## config.mk

```make
export PLATFORM = sky130hd
export DESIGN_NAME = dmac_chan_irq_regs
export DESIGN_NICKNAME = d
export VERILOG_FILES = /design/src/rtl/dmac_regs_pkg.sv /design/src/rtl/dmac_irq_class.sv /design/src/rtl/dmac_chan_enable.sv /design/src/rtl/dmac_chan_irq_regs.sv
export SDC_FILE = /design/constraint.sdc
export NUM_CORES = 1
export LEC_CHECK = 0
export ABC_CLOCK_PERIOD_IN_PS = 5280
export BUFFER_PORTS_ARGS = -buffer_cell sky130_fd_sc_hd__buf_2
export CAP_MARGIN = 20
export CORE_ASPECT_RATIO = 1.2
export CORE_MARGIN = 3
export CORE_UTILIZATION = 43
export CTS_CLUSTER_DIAMETER = 100
export DETAILED_ROUTE_END_ITERATION = 6
export MAX_ROUTING_LAYER = met4
export PLACE_DENSITY = 0.7
export SETUP_SLACK_MARGIN = 0.02
export SLEW_MARGIN = 30
export SYNTH_ARGS = -nofsm -noshare
export SYNTH_HDL_FRONTEND = slang
export SYNTH_HIERARCHICAL = 1
export SYNTH_SLANG_ARGS = --single-unit
```

## constraint.sdc

```tcl
create_clock -name clk -period 5.28 [get_ports clk]
set_input_delay 0.528 -clock clk [delete_from_list [all_inputs] [get_ports clk]]
set_output_delay 0.528 -clock clk [all_outputs]
set_load 0.1 [all_outputs]
```

## src/rtl/dmac_regs_pkg.sv

```systemverilog
// Shared constants for the DMA channel enable and interrupt register block.
// Assumes byte offsets of 32-bit words; class index order is fixed and
// is also the bit order of the combined status word.
package dmac_regs_pkg;
    localparam int NUM_CLASS = 5;
    localparam int CLS_TFR   = 0;
    localparam int CLS_BLK   = 1;
    localparam int CLS_SRC   = 2;
    localparam int CLS_DST   = 3;
    localparam int CLS_ERR   = 4;
    localparam int WE_POS    = 8;   // distance from a bit to its write-enable

    localparam int OFS_RAW_TFR  = 'h2C0;
    localparam int OFS_RAW_BLK  = 'h2C8;
    localparam int OFS_RAW_ERR  = 'h2E0;
    localparam int OFS_STA_TFR  = 'h2E8;
    localparam int OFS_STA_BLK  = 'h2F0;
    localparam int OFS_STA_ERR  = 'h308;
    localparam int OFS_COMBINED = 'h360;
    localparam int OFS_GLOBAL   = 'h398;
    localparam int OFS_CHAN_EN  = 'h3A0;

    // Mask registers sit on an 8-byte stride in class order.
    function automatic int mask_ofs(input int cls);
        return 'h310 + 8 * cls;
    endfunction

    // Clear registers follow the masks with the same stride and order.
    function automatic int clear_ofs(input int cls);
        return 'h338 + 8 * cls;
    endfunction
endpackage

```

## src/rtl/dmac_irq_class.sv

```systemverilog
// One interrupt class: per-channel raw latches, paired-write mask and
// write-one-to-clear. Assumes wr_lo/wr_we are data bits [N-1:0] and
// [N+7:8]. An event beats a clear on the same bit in the same cycle.
module dmac_irq_class #(
    parameter int NUM_CH    = 8,
    parameter int ADDR_W    = 10,
    parameter int MASK_ADDR = 'h310,
    parameter int CLR_ADDR  = 'h338
) (
    input  logic              clk,
    input  logic              rst_n,
    input  logic              reg_wr,
    input  logic [ADDR_W-1:0] reg_addr,
    input  logic [NUM_CH-1:0] wr_lo,
    input  logic [NUM_CH-1:0] wr_we,
    input  logic [NUM_CH-1:0] ev,
    output logic [NUM_CH-1:0] raw_q,
    output logic [NUM_CH-1:0] mask_q,
    output logic [NUM_CH-1:0] stat,
    output logic              any
);
    logic              mask_hit;
    logic              clr_hit;
    logic [NUM_CH-1:0] clr_bits;
    logic [NUM_CH-1:0] raw_d;
    logic [NUM_CH-1:0] mask_d;

    // Decode the two addresses this class owns.
    always_comb begin
        mask_hit = reg_wr && (reg_addr == ADDR_W'(MASK_ADDR));
        clr_hit  = reg_wr && (reg_addr == ADDR_W'(CLR_ADDR));
    end

    // Next raw and mask values: events set, clears drop, paired writes.
    always_comb begin
        clr_bits = clr_hit ? wr_lo : '0;
        raw_d    = (raw_q & ~clr_bits) | ev;
        mask_d   = mask_hit ? ((mask_q & ~wr_we) | (wr_lo & wr_we)) : mask_q;
    end

    // State registers, all cleared by reset so the class starts masked.
    always_ff @(posedge clk) begin
        if (!rst_n) begin
            raw_q  <= '0;
            mask_q <= '0;
        end else begin
            raw_q  <= raw_d;
            mask_q <= mask_d;
        end
    end

    // Masked view and its reduction for the summary word.
    always_comb begin
        stat = raw_q & mask_q;
        any  = |stat;
    end
endmodule

```

## src/rtl/dmac_chan_enable.sv

```systemverilog
// Global enable and per-channel enables with paired write-enable bits.
// Assumes a channel-finished pulse outranks a same-cycle write, and a
// global value of 0 (including one being written) forces all enables off.
module dmac_chan_enable #(
    parameter int NUM_CH = 8,
    parameter int ADDR_W = 10,
    parameter int GLOBAL_ADDR = 'h398,
    parameter int CHEN_ADDR   = 'h3A0
) (
    input  logic              clk,
    input  logic              rst_n,
    input  logic              reg_wr,
    input  logic [ADDR_W-1:0] reg_addr,
    input  logic              wr_glob,
    input  logic [NUM_CH-1:0] wr_lo,
    input  logic [NUM_CH-1:0] wr_we,
    input  logic [NUM_CH-1:0] ch_done,
    output logic              glob_q,
    output logic [NUM_CH-1:0] en_q
);
    logic              glob_hit;
    logic              chen_hit;
    logic              glob_d;
    logic [NUM_CH-1:0] en_wr;
    logic [NUM_CH-1:0] en_d;

    // Decode the global and channel-enable words.
    always_comb begin
        glob_hit = reg_wr && (reg_addr == ADDR_W'(GLOBAL_ADDR));
        chen_hit = reg_wr && (reg_addr == ADDR_W'(CHEN_ADDR));
    end

    // Next enables: paired write, then finish pulses, gated by global.
    always_comb begin
        glob_d = glob_hit ? wr_glob : glob_q;
        en_wr  = chen_hit ? ((en_q & ~wr_we) | (wr_lo & wr_we)) : en_q;
        en_d   = glob_d ? (en_wr & ~ch_done) : '0;
    end

    // State registers, cleared by reset.
    always_ff @(posedge clk) begin
        if (!rst_n) begin
            glob_q <= 1'b0;
            en_q   <= '0;
        end else begin
            glob_q <= glob_d;
            en_q   <= en_d;
        end
    end
endmodule

```

## src/rtl/dmac_chan_irq_regs.sv

```systemverilog
// Top of the DMA channel enable and interrupt register block. Builds one
// interrupt class per event kind, the enable logic and the read mux.
// Assumes NUM_CH is 1..8 (write-enables live at bits NUM_CH+7:8) and that
// reg_addr is a word-aligned byte offset at least 10 bits wide.
module dmac_chan_irq_regs
    import dmac_regs_pkg::*;
#(
    parameter int NUM_CH = 8,
    parameter int ADDR_W = 10
) (
    input  logic              clk,
    input  logic              rst_n,
    input  logic              reg_wr,
    input  logic [ADDR_W-1:0] reg_addr,
    input  logic [31:0]       reg_wdata,
    output logic [31:0]       reg_rdata,
    input  logic [NUM_CH-1:0] ev_tfr,
    input  logic [NUM_CH-1:0] ev_blk,
    input  logic [NUM_CH-1:0] ev_src,
    input  logic [NUM_CH-1:0] ev_dst,
    input  logic [NUM_CH-1:0] ev_err,
    input  logic [NUM_CH-1:0] ch_done,
    output logic [NUM_CH-1:0] ch_en,
    output logic              irq
);
    logic [NUM_CH-1:0]                  wr_lo;
    logic [NUM_CH-1:0]                  wr_we;
    logic                               unused_wdata;
    logic [NUM_CLASS-1:0][NUM_CH-1:0]   cls_ev;
    logic [NUM_CLASS-1:0][NUM_CH-1:0]   cls_raw;
    logic [NUM_CLASS-1:0][NUM_CH-1:0]   cls_mask;
    logic [NUM_CLASS-1:0][NUM_CH-1:0]   cls_stat;
    logic [NUM_CLASS-1:0]               cls_any;
    logic                               glob_q;

    // Split the write word into value and write-enable halves.
    assign wr_lo        = reg_wdata[NUM_CH-1:0];
    assign wr_we        = reg_wdata[WE_POS +: NUM_CH];
    assign unused_wdata = ^reg_wdata;

    // Gather event inputs in class order.
    assign cls_ev[CLS_TFR] = ev_tfr;
    assign cls_ev[CLS_BLK] = ev_blk;
    assign cls_ev[CLS_SRC] = ev_src;
    assign cls_ev[CLS_DST] = ev_dst;
    assign cls_ev[CLS_ERR] = ev_err;

    // One interrupt class per event kind.
    for (genvar g = 0; g < NUM_CLASS; g++) begin : g_cls
        dmac_irq_class #(
            .NUM_CH    (NUM_CH),
            .ADDR_W    (ADDR_W),
            .MASK_ADDR (mask_ofs(g)),
            .CLR_ADDR  (clear_ofs(g))
        ) i_cls (
            .clk      (clk),
            .rst_n    (rst_n),
            .reg_wr   (reg_wr),
            .reg_addr (reg_addr),
            .wr_lo    (wr_lo),
            .wr_we    (wr_we),
            .ev       (cls_ev[g]),
            .raw_q    (cls_raw[g]),
            .mask_q   (cls_mask[g]),
            .stat     (cls_stat[g]),
            .any      (cls_any[g])
        );
    end

    dmac_chan_enable #(
        .NUM_CH      (NUM_CH),
        .ADDR_W      (ADDR_W),
        .GLOBAL_ADDR (OFS_GLOBAL),
        .CHEN_ADDR   (OFS_CHAN_EN)
    ) i_en (
        .clk      (clk),
        .rst_n    (rst_n),
        .reg_wr   (reg_wr),
        .reg_addr (reg_addr),
        .wr_glob  (reg_wdata[0]),
        .wr_lo    (wr_lo),
        .wr_we    (wr_we),
        .ch_done  (ch_done),
        .glob_q   (glob_q),
        .en_q     (ch_en)
    );

    // Combined interrupt from all class summaries.
    assign irq = |cls_any;

    // Read mux: fixed words first, then the strided mask words.
    always_comb begin
        reg_rdata = '0;
        if (reg_addr == ADDR_W'(OFS_RAW_TFR))  reg_rdata[NUM_CH-1:0] = cls_raw[CLS_TFR];
        if (reg_addr == ADDR_W'(OFS_RAW_BLK))  reg_rdata[NUM_CH-1:0] = cls_raw[CLS_BLK];
        if (reg_addr == ADDR_W'(OFS_RAW_ERR))  reg_rdata[NUM_CH-1:0] = cls_raw[CLS_ERR];
        if (reg_addr == ADDR_W'(OFS_STA_TFR))  reg_rdata[NUM_CH-1:0] = cls_stat[CLS_TFR];
        if (reg_addr == ADDR_W'(OFS_STA_BLK))  reg_rdata[NUM_CH-1:0] = cls_stat[CLS_BLK];
        if (reg_addr == ADDR_W'(OFS_STA_ERR))  reg_rdata[NUM_CH-1:0] = cls_stat[CLS_ERR];
        if (reg_addr == ADDR_W'(OFS_COMBINED)) reg_rdata[NUM_CLASS-1:0] = cls_any;
        if (reg_addr == ADDR_W'(OFS_GLOBAL))   reg_rdata[0] = glob_q;
        if (reg_addr == ADDR_W'(OFS_CHAN_EN))  reg_rdata[NUM_CH-1:0] = ch_en;
        for (int c = 0; c < NUM_CLASS; c++) begin
            if (reg_addr == ADDR_W'(mask_ofs(c))) reg_rdata[NUM_CH-1:0] = cls_mask[c];
        end
    end
endmodule

```

==> results of run 1 <==
==> critical path, delay by kind of cell, from the launching register on <==
| kind | cells | cell delay (ns) |
|---|---|---|
| buffers and inverters | 1 | 0.32 |
| AND/OR/NAND/NOR | 4 | 1.44 |
| flip-flops | 1 | 0.37 |
| AO/OA/AOI/OAI | 3 | 0.62 |
==> area by class of cell <==
type,count,area (sq um)
Fill cell,1417,7020
Multi-Input combinational cell,554,3780
Sequential cell,89,1780
Timing Repair Buffer,99,513
Clock buffer,11,243
Tap cell,171,214
Inverter,56,210
Clock inverter,5,55.1
==> synth_stat cells, types with 6 or more instances <==
cell / instances
nor3_1: 6
buf_2: 9
o311ai_0: 6
nor2_1: 17
nand4b_1: 9
nand2_1: 73
o22ai_1: 14
inv_1: 55
clkbuf_1: 20
o41ai_1: 8
a41o_1: 16
nor4bb_1: 18
a31oi_1: 28
a211oi_2: 8
or3b_2: 8
a41oi_1: 32
a21oi_1: 19
o21ai_0: 69
nand4_1: 11
buf_4: 31
or4_1: 10
dfxtp_1: 89
nand3_1: 15
mux2i_1: 29
nor4_1: 8
and2_1: 41
==> power by group <==
part	internal (W)	switching, W
logic	0.0000713	0.000224
clock network	0.000378	0.000274
registers	0.000693	0.0000179
total	0.00114	0.000516
==> per-layer routing <==
layer	vias to the layer above	wire length (um)	track usage (%)
met2	358	10300	44.3
li1	2917	-	-
met4	0	1100	13.7
met3	72	2000	4.90
met1	2999	8930	38.5
met5	-	0	-
==> cells by family after synthesis <==
family	synth area share, %
compound gates	27.6
buf+inv	10.3
other cells	0.0615
simple gates	27.2
mux	5.56
flops	29.2
==> metrics by stage <==
stage	hold slack, ns	cells	power (W)	area, sq um
after floorplan	0.439	766	0.000917	6180
final	0.335	985	0.00166	6800
after global routing	0.335	985	0.00171	6800
after global placement	0.479	969	0.00101	6490
after detailed placement	0.481	969	0.00102	6490
after CTS	0.322	985	0.00166	6790
==> worst paths after layout <==
path / startpoint / to / cells past startpoint
min: ch_done[2] / i_en/en_q[2] / 2
min reg2reg: flip-flop / flip-flop / 2
max reg2reg: i_en/glob_q / i_en/en_q[4] / 3
max: flip-flop / reg_rdata[0] / 8
==> out/qor.yml, run 1 <==
synth_edf_count: 0
antenna_found_initial: 0
viasPerCell: 6.44
postCtsSetupBuffers: 0
worstMarginPinSlew_ns: 0.902
synthArstFlopShare_pct: 0
rows: 47
drtIter0Drc: 603
cp_slowest_cell: "or4_1"
syn_area_per_cell_sq_um: 8.20
fp.dieH_um: 136
syn_area_sq_mm: 0.00610
cts_tree: "done"
yosysWarnings: 6
synth_area_leader_cell: "dfxtp_1"
synth-seq-cells: 89
r2r_slack_ns: 4.29
ant_nets: 0
mostFrequentLayoutCells: "buf_2, dfxtp_1, nand2_1, o21ai_0, inv_1"
finalCritPeriodShare_pct: 68.6
start_util_pct: 44.1
postLayoutCoreUtil_pct: 49.2
dp_slack_ns: 1.82
fin_skew_ns: 0.00141
synth_top_area_share_pct: 29.2
maxSlewViolCount: 0
setup_viol: 0
critical-path-max-stage-delay_ns: 0.57
io_pins: 134
insertion_delay_ns: 0.35
wl_per_cell_um: 22.7
dr.pass1.iters: 6
worst_slack_ns: 1.66
hold_viol_final: 0
crit_chain: "and2_1 -> or4_1 -> or4_1 -> nor3_1 -> o21ai_0 -> a221oi_1 -> o21ai_1 -> buf_2"
antenna_cells: 0
finalCriticalPeriod_ns: 3.62
power.leakage_nw: 2.93
via_count: 6346
ys.flop_type: "dfxtp_1"
wirelength_um: 22400
dieArea_sq_mm: 0.0156
netlist_instances: 743
grt-ovfl-total: 0
max_cap_viol_count: 0
crit_required_ns: 4.75
end_kind: "output port"
htreeDepth: 3
seq_area_frac_synth_pct: 29.2
irDropWorstVdd_mv: 0.155
cts_resized: 0
rsz0062_at_grt: "false"
final_common_cell: "buf_2"
port_buffers: 93
numCtsBuffers: 9
gp_congestion: 1.01
syn_to_final_growth_pct: 11.5
crit_fanout: 4
cts_max_path_buffers: 2
slew_headroom_pct: 39.4
final_nets: 902
setup-tns-final_ns: 0
clock_sinks: 89
max_freq_mhz: 276
drive_gt1_share_pct: 20.0
grt_usage_pct: 29.4
grt_pass1_wl_um: 33800
outcome: "finished, final reports clean"
start_kind: "flip-flop"
cp.arrival_ns: 3.09
grt_pass1_vias: 5692
dieWidth_um: 115
drc: 0
cts_root_buffer: "clkbuf_16"
hold_buffers: 0
cp_common_cell: "or4_1"
power_density_mw_per_mm2: 244
dp_hpwl_um: 15600
fp.coreArea_sq_mm: 0.0138
min_path_type: "primary input to flip-flop"
clkSlewWorstSetupHoldPaths_ns: 0.06
synth_area_leaders: "dfxtp_1, o21ai_0, mux2i_1, a41oi_1, nand2_1"
grt_max_degree: 71
synth_cell_types: 80
critical_path_class: "flip-flop to output port"
Note: power is estimated with default switching activity, not from simulation.
==> run 2, diff against run 1 <==
Settings changed: ABC_CLOCK_PERIOD_IN_PS 5280 to 3600.
Clock period 5.28 ns to 3.6 ns, I/O delays scaled along.
==> out/qor.yml, run 2 (same netlist as run 1, synthesis figures left out) <==
outcome: "finished, final reports clean"
multi_input_comb_area_sq_mm: 0.00377
cts_tree: "done"
cts_root_buffer: "clkbuf_16"
start_kind: "flip-flop"
maxSlewViolCount: 0
hold_buffers: 0
finalCriticalPeriod_ns: 3.43
cp_slowest_cell: "or4_1"
antenna_found_initial: 0
dieWidth_um: 115
grt_max_degree: 81
fp.coreArea_sq_mm: 0.0138
grt_pass1_wl_um: 34400
power.leakage_nw: 2.99
postCtsSetupBuffers: 0
min_path_type: "primary input to flip-flop"
grt_pass1_vias: 5823
wl_per_cell_um: 23.0
dieArea_sq_mm: 0.0156
end_kind: "output port"
crit_chain: "and2_1 -> or4_1 -> or4_1 -> nor3_1 -> o21ai_0 -> a221oi_1 -> o21ai_1 -> buf_2"
irDropWorstVdd_mv: 0.302
slew_headroom_pct: 36.9
grt_usage_pct: 29.9
start_util_pct: 44.1
cp.arrival_ns: 3.07
ant_nets: 0
setup_viol: 0
drc: 0
viasPerCell: 6.35
htreeDepth: 3
crit_required_ns: 3.24
final.fill_count: 1362
finalCritPeriodShare_pct: 95.3
cp_common_cell: "or4_1"
cts_resized: 0
critical_path_class: "flip-flop to output port"
drive_gt1_share_pct: 21.0
clkSlewWorstSetupHoldPaths_ns: 0.07
port_buffers: 93
max_freq_mhz: 291
hold_viol_final: 0
fp.dieH_um: 136
power_density_mw_per_mm2: 356
antenna_cells: 0
drtIter0Drc: 652
dp_hpwl_um: 16000
gp_congestion: 1.00
path_buf_inv: 1
rows: 47
setup-tns-final_ns: 0
io_pins: 134
regArea_sq_mm: 0.00178
worstHoldStart: "ch_done[5]"
fin_skew_ns: 0.00159
wirelength_um: 22800
cts_max_path_buffers: 2
worstMarginPinSlew_ns: 0.939
critical-path-max-stage-delay_ns: 0.55
final_nets: 912
via_count: 6319
regToRegStartpoint: "i_en/glob_q"
rsz0062_at_grt: "false"
numCtsBuffers: 9
crit_fanout: 4
cp_top_family: "simple AND/OR/NAND/NOR gates"
insertion_delay_ns: 0.36
dr.pass1.iters: 5
mostFrequentLayoutCells: "buf_2, dfxtp_1, nand2_1, o21ai_0, inv_1"
clock_sinks: 89
max_cap_viol_count: 0
place_inst: 979
layout.cells.non_filler: 995
power_w: 0.00246
syn_to_final_growth_pct: 13.4
grt-ovfl-total: 0
final_common_cell: "buf_2"
run 2: final timing paths:
| kind | end | slack (ns) | cells past startpoint |
|---|---|---|---|
| max | reg_rdata[0] | 0.17 | 8 |
| max reg2reg | i_en/en_q[7] | 2.62 | 3 |
| min | i_en/en_q[5] | 0.16 | 2 |
| min reg2reg | flip-flop | 0.48 | 2 |
run 2: worst register-to-register path, cell delays in order, from the launching register on:
cell and delay, ns:
dfxtp_1 0.32, nand2_1 0.05, mux2_4 0.36, a211oi_2 0.17
run 2: metal layers:
layer,up-vias,global-route usage [%],routed length [um],part of all wire (%)
li1,2936,-,-,-
met1,3007,39.8,9470,41
met2,313,44.4,10400,46
met3,63,4.63,2060,9.0
met4,0,14.2,915,4.0
met5,-,-,0,0
run 2: stage by stage:
step                setup slack (ns)  cell area, sq um  hold WS, ns  utilization [%]
floorplan                      0.228              6180        0.433                -
global placement               0.568              6610        0.457             47.8
detailed placement             0.580              6610        0.470             47.8
CTS                            0.191              6910        0.155             50.0
global route                  0.0784              6910        0.163             50.0
finish                         0.169              6910        0.163             50.0
run 2: area by class of cell:
| cell class | instances | area share (%) |
|---|---|---|
| Inverter | 56 | 3.04 |
| Clock inverter | 7 | 1.12 |
| Sequential cell | 89 | 25.8 |
| Clock buffer | 9 | 3.26 |
| Timing Repair Buffer | 109 | 9.12 |
| Tap cell | 171 | 3.09 |
| Multi-Input combinational cell | 554 | 54.6 |
run 2: power breakdown:
part	internal, W	switching (W)	total, W
Clock	0.000544	0.000432	0.000976
Sequential	0.00102	0.0000268	0.00104
Combinational	0.000111	0.000334	0.000445
